File: src/rtl/cache_load_pkg.sv
`timescale 1ns/1ps
package cache_load_pkg;
  // Command bytes: cache-clearing load and cache-preserving random load
  localparam logic [7:0] OP_LOAD_X1 = 8'h02;
  localparam logic [7:0] OP_LOAD_X4 = 8'h32;
  localparam logic [7:0] OP_RAND_X1 = 8'h84;
  localparam logic [7:0] OP_RAND_X4 = 8'h34;

  // Strobes from control to datapath
  typedef struct packed {
    logic latchPage;   // capture page length, clear column
    logic beginChunk;  // size the chunk and pull chip select low
    logic loadHdr;     // load a header byte into the shifter
    logic loadData;    // load a stream byte into the shifter
    logic rise;        // serial clock rising edge
    logic fall;        // serial clock falling edge and shift
    logic csRelease;   // end chunk, advance column and remainder
  } strobe_t;

  typedef enum logic [1:0] {ST_IDLE, ST_LAUNCH, ST_XFER, ST_GAP} seqState_t;
endpackage

File: src/rtl/cache_load_dp.sv
`timescale 1ns/1ps
module cache_load_dp
  import cache_load_pkg::*;
#(
  parameter int LEN_W      = 12,
  parameter int DIV_W      = 8,
  parameter int MAX_XFER   = 1024,
  parameter int ADDR_BYTES = 3,
  localparam int HDR_BYTES = ADDR_BYTES + 1,
  localparam int CNT_W     = $clog2(MAX_XFER + 1),
  localparam int HS_W      = $clog2(HDR_BYTES)
) (
  input  logic             clk,
  input  logic             rstN,
  input  strobe_t          stb,
  input  logic [HS_W-1:0]  hdrSel,
  input  logic             quadData,
  input  logic             firstChunk,
  input  logic             quadMode,
  input  logic [LEN_W-1:0] pageLen,
  input  logic [DIV_W-1:0] halfDiv,
  input  logic [7:0]       inData,
  output logic             tick,
  output logic             remZero,
  output logic [CNT_W-1:0] chunkTotal,
  output logic             sclk,
  output logic             csN,
  output logic [3:0]       io
);
  localparam int MAX_DATA = MAX_XFER - HDR_BYTES;
  localparam int COL_W    = 8 * ADDR_BYTES;

  logic [DIV_W-1:0] divCnt;
  logic [LEN_W-1:0] remaining;
  logic [LEN_W-1:0] chunkNext;
  logic [COL_W-1:0] column;
  logic [CNT_W-1:0] chunkLen;
  logic [7:0]       shReg;
  logic [7:0]       opcode;
  logic [7:0]       hdrBytes [HDR_BYTES];
  logic             sclkQ;
  logic             csQ;

  // Half-period tick from the free-running divider
  assign tick = (divCnt >= halfDiv);
  always_ff @(posedge clk) begin
    if (!rstN)     divCnt <= '0;
    else if (tick) divCnt <= '0;
    else           divCnt <= divCnt + 1'b1;
  end

  assign chunkNext  = (remaining > LEN_W'(MAX_DATA)) ? LEN_W'(MAX_DATA) : remaining;
  assign chunkTotal = chunkLen + CNT_W'(HDR_BYTES);
  assign remZero    = (remaining == '0);

  always_comb begin
    if (firstChunk) opcode = quadMode ? OP_LOAD_X4 : OP_LOAD_X1;
    else            opcode = quadMode ? OP_RAND_X4 : OP_RAND_X1;
  end

  // Header bytes: command, then the column address high byte first
  assign hdrBytes[0] = opcode;
  for (genvar gi = 1; gi <= ADDR_BYTES; gi++) begin : g_addrByte
    assign hdrBytes[gi] = column[COL_W - 8*gi +: 8];
  end

  always_ff @(posedge clk) begin
    if (!rstN) begin
      remaining <= '0;
      column    <= '0;
      chunkLen  <= '0;
      shReg     <= '0;
      sclkQ     <= 1'b0;
      csQ       <= 1'b1;
    end else begin
      if (stb.latchPage) begin
        remaining <= pageLen;
        column    <= '0;
      end
      if (stb.beginChunk) begin
        chunkLen <= CNT_W'(chunkNext);
        csQ      <= 1'b0;
      end
      if (stb.loadHdr)       shReg <= hdrBytes[hdrSel];
      else if (stb.loadData) shReg <= inData;
      else if (stb.fall)     shReg <= quadData ? {shReg[3:0], 4'h0} : {shReg[6:0], 1'b0};
      if (stb.rise) sclkQ <= 1'b1;
      if (stb.fall) sclkQ <= 1'b0;
      if (stb.csRelease) begin
        csQ       <= 1'b1;
        remaining <= remaining - LEN_W'(chunkLen);
        column    <= column + COL_W'(chunkLen);
      end
    end
  end

  assign sclk = sclkQ;
  assign csN  = csQ;
  assign io   = quadData ? shReg[7:4] : {3'b000, shReg[7]};
endmodule

File: src/rtl/cache_load_ctrl.sv
`timescale 1ns/1ps
module cache_load_ctrl
  import cache_load_pkg::*;
#(
  parameter int LEN_W      = 12,
  parameter int MAX_XFER   = 1024,
  parameter int ADDR_BYTES = 3,
  parameter int GAP_SCLKS  = 2,
  localparam int HDR_BYTES = ADDR_BYTES + 1,
  localparam int CNT_W     = $clog2(MAX_XFER + 1),
  localparam int HS_W      = $clog2(HDR_BYTES)
) (
  input  logic             clk,
  input  logic             rstN,
  input  logic             start,
  input  logic [LEN_W-1:0] pageLen,
  input  logic             quadSel,
  input  logic             inValid,
  input  logic             tick,
  input  logic             remZero,
  input  logic [CNT_W-1:0] chunkTotal,
  output strobe_t          stb,
  output logic [HS_W-1:0]  hdrSel,
  output logic             quadData,
  output logic             firstChunk,
  output logic             quadMode,
  output logic             inReady,
  output logic             done
);
  localparam int GAP_TICKS = 2 * GAP_SCLKS;
  localparam int GAP_W     = $clog2(GAP_TICKS);

  seqState_t        state;
  logic [CNT_W-1:0] byteIdx;
  logic [CNT_W-1:0] nextIdx;
  logic [2:0]       bitCnt;
  logic [GAP_W-1:0] gapCnt;
  logic             loaded;
  logic             phase;
  logic             firstReg;
  logic             quadReg;
  logic             doneReg;
  logic             lastUnit;
  logic             lastByte;
  logic             edgeOk;

  assign nextIdx  = byteIdx + 1'b1;
  assign quadData = (state == ST_XFER) && quadReg && (byteIdx >= CNT_W'(HDR_BYTES));
  assign lastUnit = quadData ? (bitCnt == 3'd1) : (bitCnt == 3'd7);
  assign lastByte = (byteIdx == chunkTotal - 1'b1);
  assign edgeOk   = (state == ST_XFER) && loaded && tick;
  assign hdrSel   = (state == ST_XFER) ? nextIdx[HS_W-1:0] : '0;

  always_comb begin
    stb            = '0;
    stb.latchPage  = (state == ST_IDLE) && start && (pageLen != '0);
    stb.beginChunk = (state == ST_LAUNCH);
    stb.rise       = edgeOk && !phase;
    stb.fall       = edgeOk && phase;
    stb.loadHdr    = (state == ST_LAUNCH) ||
                     (stb.fall && lastUnit && !lastByte && (nextIdx < CNT_W'(HDR_BYTES)));
    stb.loadData   = (state == ST_XFER) && !loaded && inValid;
    stb.csRelease  = stb.fall && lastUnit && lastByte;
  end

  always_ff @(posedge clk) begin
    if (!rstN) begin
      state    <= ST_IDLE;
      byteIdx  <= '0;
      bitCnt   <= '0;
      gapCnt   <= '0;
      loaded   <= 1'b0;
      phase    <= 1'b0;
      firstReg <= 1'b0;
      quadReg  <= 1'b0;
      doneReg  <= 1'b0;
    end else begin
      doneReg <= 1'b0;
      case (state)
        ST_IDLE: if (start) begin
          if (pageLen == '0) doneReg <= 1'b1;
          else begin
            quadReg  <= quadSel;
            firstReg <= 1'b1;
            state    <= ST_LAUNCH;
          end
        end
        ST_LAUNCH: begin
          state   <= ST_XFER;
          loaded  <= 1'b1;
          byteIdx <= '0;
          bitCnt  <= '0;
          phase   <= 1'b0;
        end
        ST_XFER: begin
          if (!loaded) begin
            if (inValid) loaded <= 1'b1;
          end else if (tick) begin
            if (!phase) phase <= 1'b1;
            else begin
              phase <= 1'b0;
              if (!lastUnit) bitCnt <= bitCnt + 1'b1;
              else begin
                bitCnt <= '0;
                if (lastByte) begin
                  state    <= ST_GAP;
                  gapCnt   <= '0;
                  firstReg <= 1'b0;
                end else begin
                  byteIdx <= nextIdx;
                  if (nextIdx >= CNT_W'(HDR_BYTES)) loaded <= 1'b0;
                end
              end
            end
          end
        end
        ST_GAP: if (tick) begin
          if (gapCnt == GAP_W'(GAP_TICKS - 1)) begin
            if (remZero) begin
              doneReg <= 1'b1;
              state   <= ST_IDLE;
            end else state <= ST_LAUNCH;
          end else gapCnt <= gapCnt + 1'b1;
        end
        default: state <= ST_IDLE;
      endcase
    end
  end

  assign firstChunk = firstReg;
  assign quadMode   = quadReg;
  assign inReady    = (state == ST_XFER) && !loaded;
  assign done       = doneReg;
endmodule

File: src/rtl/cache_load_seq.sv
`timescale 1ns/1ps
module cache_load_seq
  import cache_load_pkg::*;
#(
  parameter int LEN_W      = 12,
  parameter int DIV_W      = 8,
  parameter int MAX_XFER   = 1024,
  parameter int ADDR_BYTES = 3,
  parameter int GAP_SCLKS  = 2
) (
  input  logic             clk,
  input  logic             rstN,
  input  logic             start,
  input  logic [LEN_W-1:0] pageLen,
  input  logic             quadSel,
  input  logic [DIV_W-1:0] halfDiv,
  input  logic [7:0]       inData,
  input  logic             inValid,
  output logic             inReady,
  output logic             sclk,
  output logic             csN,
  output logic [3:0]       io,
  output logic             done
);
  localparam int HDR_BYTES = ADDR_BYTES + 1;
  localparam int CNT_W     = $clog2(MAX_XFER + 1);
  localparam int HS_W      = $clog2(HDR_BYTES);

  strobe_t          stb;
  logic [HS_W-1:0]  hdrSel;
  logic [CNT_W-1:0] chunkTotal;
  logic             quadData;
  logic             firstChunk;
  logic             quadMode;
  logic             tick;
  logic             remZero;

  cache_load_ctrl #(
    .LEN_W(LEN_W), .MAX_XFER(MAX_XFER), .ADDR_BYTES(ADDR_BYTES), .GAP_SCLKS(GAP_SCLKS)
  ) u_ctrl (
    .clk(clk), .rstN(rstN), .start(start), .pageLen(pageLen), .quadSel(quadSel),
    .inValid(inValid), .tick(tick), .remZero(remZero), .chunkTotal(chunkTotal),
    .stb(stb), .hdrSel(hdrSel), .quadData(quadData), .firstChunk(firstChunk),
    .quadMode(quadMode), .inReady(inReady), .done(done)
  );

  cache_load_dp #(
    .LEN_W(LEN_W), .DIV_W(DIV_W), .MAX_XFER(MAX_XFER), .ADDR_BYTES(ADDR_BYTES)
  ) u_dp (
    .clk(clk), .rstN(rstN), .stb(stb), .hdrSel(hdrSel), .quadData(quadData),
    .firstChunk(firstChunk), .quadMode(quadMode), .pageLen(pageLen), .halfDiv(halfDiv),
    .inData(inData), .tick(tick), .remZero(remZero), .chunkTotal(chunkTotal),
    .sclk(sclk), .csN(csN), .io(io)
  );
endmodule

File: config.mk
export PLATFORM = sky130hd
export DESIGN_NAME = cache_load_seq
export DESIGN_NICKNAME = d
export VERILOG_FILES = /design/src/rtl/cache_load_pkg.sv /design/src/rtl/cache_load_dp.sv /design/src/rtl/cache_load_ctrl.sv /design/src/rtl/cache_load_seq.sv
export SDC_FILE = /design/constraint.sdc
export NUM_CORES = 1
export LEC_CHECK = 0
export BUFFER_PORTS_ARGS = -buffer_cell sky130_fd_sc_hd__buf_2
export CAP_MARGIN = 5
export CORE_ASPECT_RATIO = 2
export CORE_MARGIN = 3
export CORE_UTILIZATION = 60
export CTS_BUF_LIST = sky130_fd_sc_hd__clkbuf_16
export DETAILED_ROUTE_END_ITERATION = 16
export PLACE_DENSITY = 0.79
export SKIP_LAST_GASP = 1
export SLEW_MARGIN = 20
export SYNTH_ARGS = -nofsm -noshare
export SYNTH_HDL_FRONTEND = slang
export SYNTH_SLANG_ARGS = --single-unit
export TNS_END_PERCENT = 100
File: constraint.sdc
create_clock -name clk -period 3.14 [get_ports clk]
set_input_delay 0.628 -clock clk [delete_from_list [all_inputs] [get_ports clk]]
set_output_delay 0.628 -clock clk [all_outputs]
set_load 0.01 [all_outputs]
==> run_results.csv <==
group,metric,value,unit
layout,layout-area-overhead-vs-synth,13.6,%
clock_network,cts_root_buf,"clkbuf_16",
setup_path,worst-path-max-fanout,10,
floorplan,design.die.area,0.0115,mm2
yosys,async_reset_ff_share,0,%
placed_design,post-place-ws,-0.0810,ns
global_routing,gr-usage-all-layers,31.5,%
setup_path,worst_path_largest_cell_delay,0.54,ns
setup_path,crit_path_start_kind,"register",
power_and_ir_drop,power_density,661,mW/mm2
floorplan,core_region_area,0.00983,mm2
drt,postRouteAntennaNets,0,
clock_network,clk_pin_slew_worst_paths,0.06,ns
floorplan,die_x,77.4,um
placed_design,gpl.final_weighted_congestion,0.906,
sta,transition_time_at_the_pin_with_the_least_slew_margin,0.639,ns
yosys,yosys.area.top_type,"dfxtp_1",
global_routing,initial_antenna_violation_count,0,
sta,final-max-slew-violation-count,0,
clock_network,tritoncts.num_buffers,9,
setup_path,cp_data_required_time,3.34,ns
sta,finalSetupViolations,0,
layout,final_cells,956,
yosys,postSynthAreaPerCell,7.98,um2
sta,fin_crit,3.04,ns
clock_network,htree_levels,3,
layout,design.final.nets,895,
sta,post-route-worst-setup-slack,0.0972,ns
global_routing,gr-total-overflow,0,
yosys,synth_edf_count,0,
sta,clock-skew-final,0.00707,ns
yosys,synth-main-ff-cell,"dfxtp_1",
yosys,synth_top_area_share,28.8,%
drt,drt-total-wl,17.9,mm
drt,drcViolationCount,0,
yosys,synthCells,766,
drt,vias,6276,
layout,num_antenna_cells,0,
yosys,synth_seq_area_share,28.8,%
floorplan,initial_utilization,62.2,%
floorplan,rows,51,
setup_path,critical-path-top-delay-family,"compound AO/OA/AOI/OAI gates",
setup_path,critical_path_arrival,3.24,ns
layout,drive_above_1_share,16.3,%
setup_path,timing.critical_path.cells,"buf_4, o211a_1, or4_1, o22a_1, a31oi_1, a31oi_4, a21oi_4, buf_4, mux2i_1, a211oi_1",
clock_network,worstSkewPairLatency,0.34,ns
setup_path,critical_path_buf_inv_count,2,
floorplan,boundaryPins,41,
sta,max_clock_freq,0.329,GHz
clock_network,cts_tree,"yes",
yosys,warnings_from_yosys,0,
yosys,synth_seq_cells,88,
setup_path,critical_path.slowest_cell,"or4_1",
job,drv.max_cap_violation_count,0,
status,result_of_the_run,"completed",
clock_network,cts_hold_buffers,0,
power_and_ir_drop,ir_worst_vdd,0.000480,V
yosys,syn_nets,841,
min_path,hold_path.class,"register to register",
setup_path,critPathMostFrequentCell,"buf_4",
drt,router_iterations_before_antenna_repair,5,
power_and_ir_drop,power.static_leakage,0.00284,uW
sta,timing_hold_violations_final,0,
clock_network,clockBufferDepth,2,
floorplan,die-height,149,um
yosys,yosys-top-cells-area,"dfxtp_1 (29%), ha_1 (8.2%), a21oi_1 (4.7%)",
placed_design,placement.io_buffers,40,
drt,drt-wirelength-per-cell,18.7,um
setup_path,path_class,"register to register",
global_routing,vias_in_the_first_global_route,6273,
yosys,synth_cell_types,72,
layout,top_library_cells_by_usage_in_the_layout_fill_and_taps_aside,"dfxtp_1 (88), nand2_1 (66), nor2_1 (61)",
placed_design,post-place-cells,939,
sta,max-slew-margin-rel,57.4,%
global_routing,grt_max_degree,29,
sta,min_period_over_period,96.9,%
power_and_ir_drop,power,4590,uW
setup_path,timing.critical_path.to_type,"register",
drt,detailedRoute.firstIterationViolations,345,
global_routing,grt_first_pass_wirelength,29.1,mm
clock_network,cts_num_sinks,88,
layout,most_common_cell_after_layout_fill_and_taps_aside,"dfxtp_1",
yosys,mappedNetlistArea,0.00611,mm2
sta,rsz0062_at_grt,"true",
placed_design,place_hpwl,13.6,mm
drt,vias_per_cell,6.56,
==> worst register-to-register path: cells and delay by family, from the launching register on <==
kind | cells | cell delay (ns)
mux | 1 | 0.26
buf+inv | 2 | 0.38
simple gates | 1 | 0.54
flops | 1 | 0.32
compound gates | 6 | 1.40
==> kinds of logic (layout without fill, tap and decap cells) <==
family          count (synthesis)  in the layout  synth area share, %
flops                          88             88                 28.8
fa+ha+maj                      42             42                 8.84
buf+inv                        79            137                 5.14
compound gates                218            218                 25.0
mux                            31             31                 5.26
xor+xnor                       34             34                 4.87
simple gates                  274            274                 22.1
==> path summary, 6_finish.rpt <==
check | start | endpoint | slack [ns] | depth (start not counted)
setup / recovery | u_dp.chunkLen[0] | u_dp.shReg[7] | 0.1 | 10
hold / removal | u_dp.divCnt[0] | u_dp.divCnt[0] | 0.47 | 1
setup reg to reg | u_dp.chunkLen[0] | u_dp.shReg[7] | 0.1 | 10
hold reg to reg | u_dp.divCnt[0] | u_dp.divCnt[0] | 0.47 | 1
==> cell usage after synthesis, drive strengths merged (9+ instances only) <==
cell,n
dfxtp,88
nand2,68
nor2,62
a21oi,59
nand3,45
ha,40
inv,39
clkbuf,30
o21ai,28
xnor2,24
mux2i,22
nor3,22
o211ai,18
a211oi,15
nand4,14
and3,13
a31oi,11
o31ai,11
and2,10
buf,10
o21a,10
xor2,10
mux2,9
==> through the flow <==
step	hold slack [ns]	setup TNS [ns]	util, %	cell area, um2
2_1_floorplan	0.430	0	-	6110
3_3_place_gp	0.449	0	67.4	6620
3_5_place_dp	0.458	-0.152	67.4	6620
4_1_cts	0.472	-0.0139	70.3	6910
5_1_grt	0.501	-0.0574	70.7	6950
6_report	0.466	0	70.7	6950
==> sequential cells by signal (all words and copies together) (netlist names), 3 cells and up <==
signal          cells
u_dp.remaining     12
u_dp.column        24
u_dp.divCnt         8
u_dp.shReg          8
u_ctrl.byteIdx     11
u_ctrl.bitCnt       3
u_dp.chunkLen      11
==> power by group <==
part	total, uW	switching, uW	internal [uW]
logic	2090	1220	862
registers	1460	198	1260
clock network	1040	437	602
total	4590	1860	2730
==> area by class of cell <==
cell class,count,area [um2]
flip-flops and latches,88,1760
repair buffers,83,523
clock buffers,9,225
inverters,39,146
clock inverters,6,52.6
fillers,836,2880
multi-input cells,599,4070
well taps,132,165
==> routing by layer <==
layer  vias to the layer above  global-route usage (%)  wire length, um
met3                        96                    4.59              847
li1                       2945                       -                -
met1                      2978                    29.8             6300
met5                         -                       0                0
met4                         0                    26.0             1340
met2                       257                    58.3             9370
==> timing repair <==
item / in CTS / in global routing
gates resized for setup: 1 / 6
setup buffers: 0 / 2
pin swaps: 0 / 1
setup endpoints to repair: 1 / 36
Power figures use the tool's default switching activity.
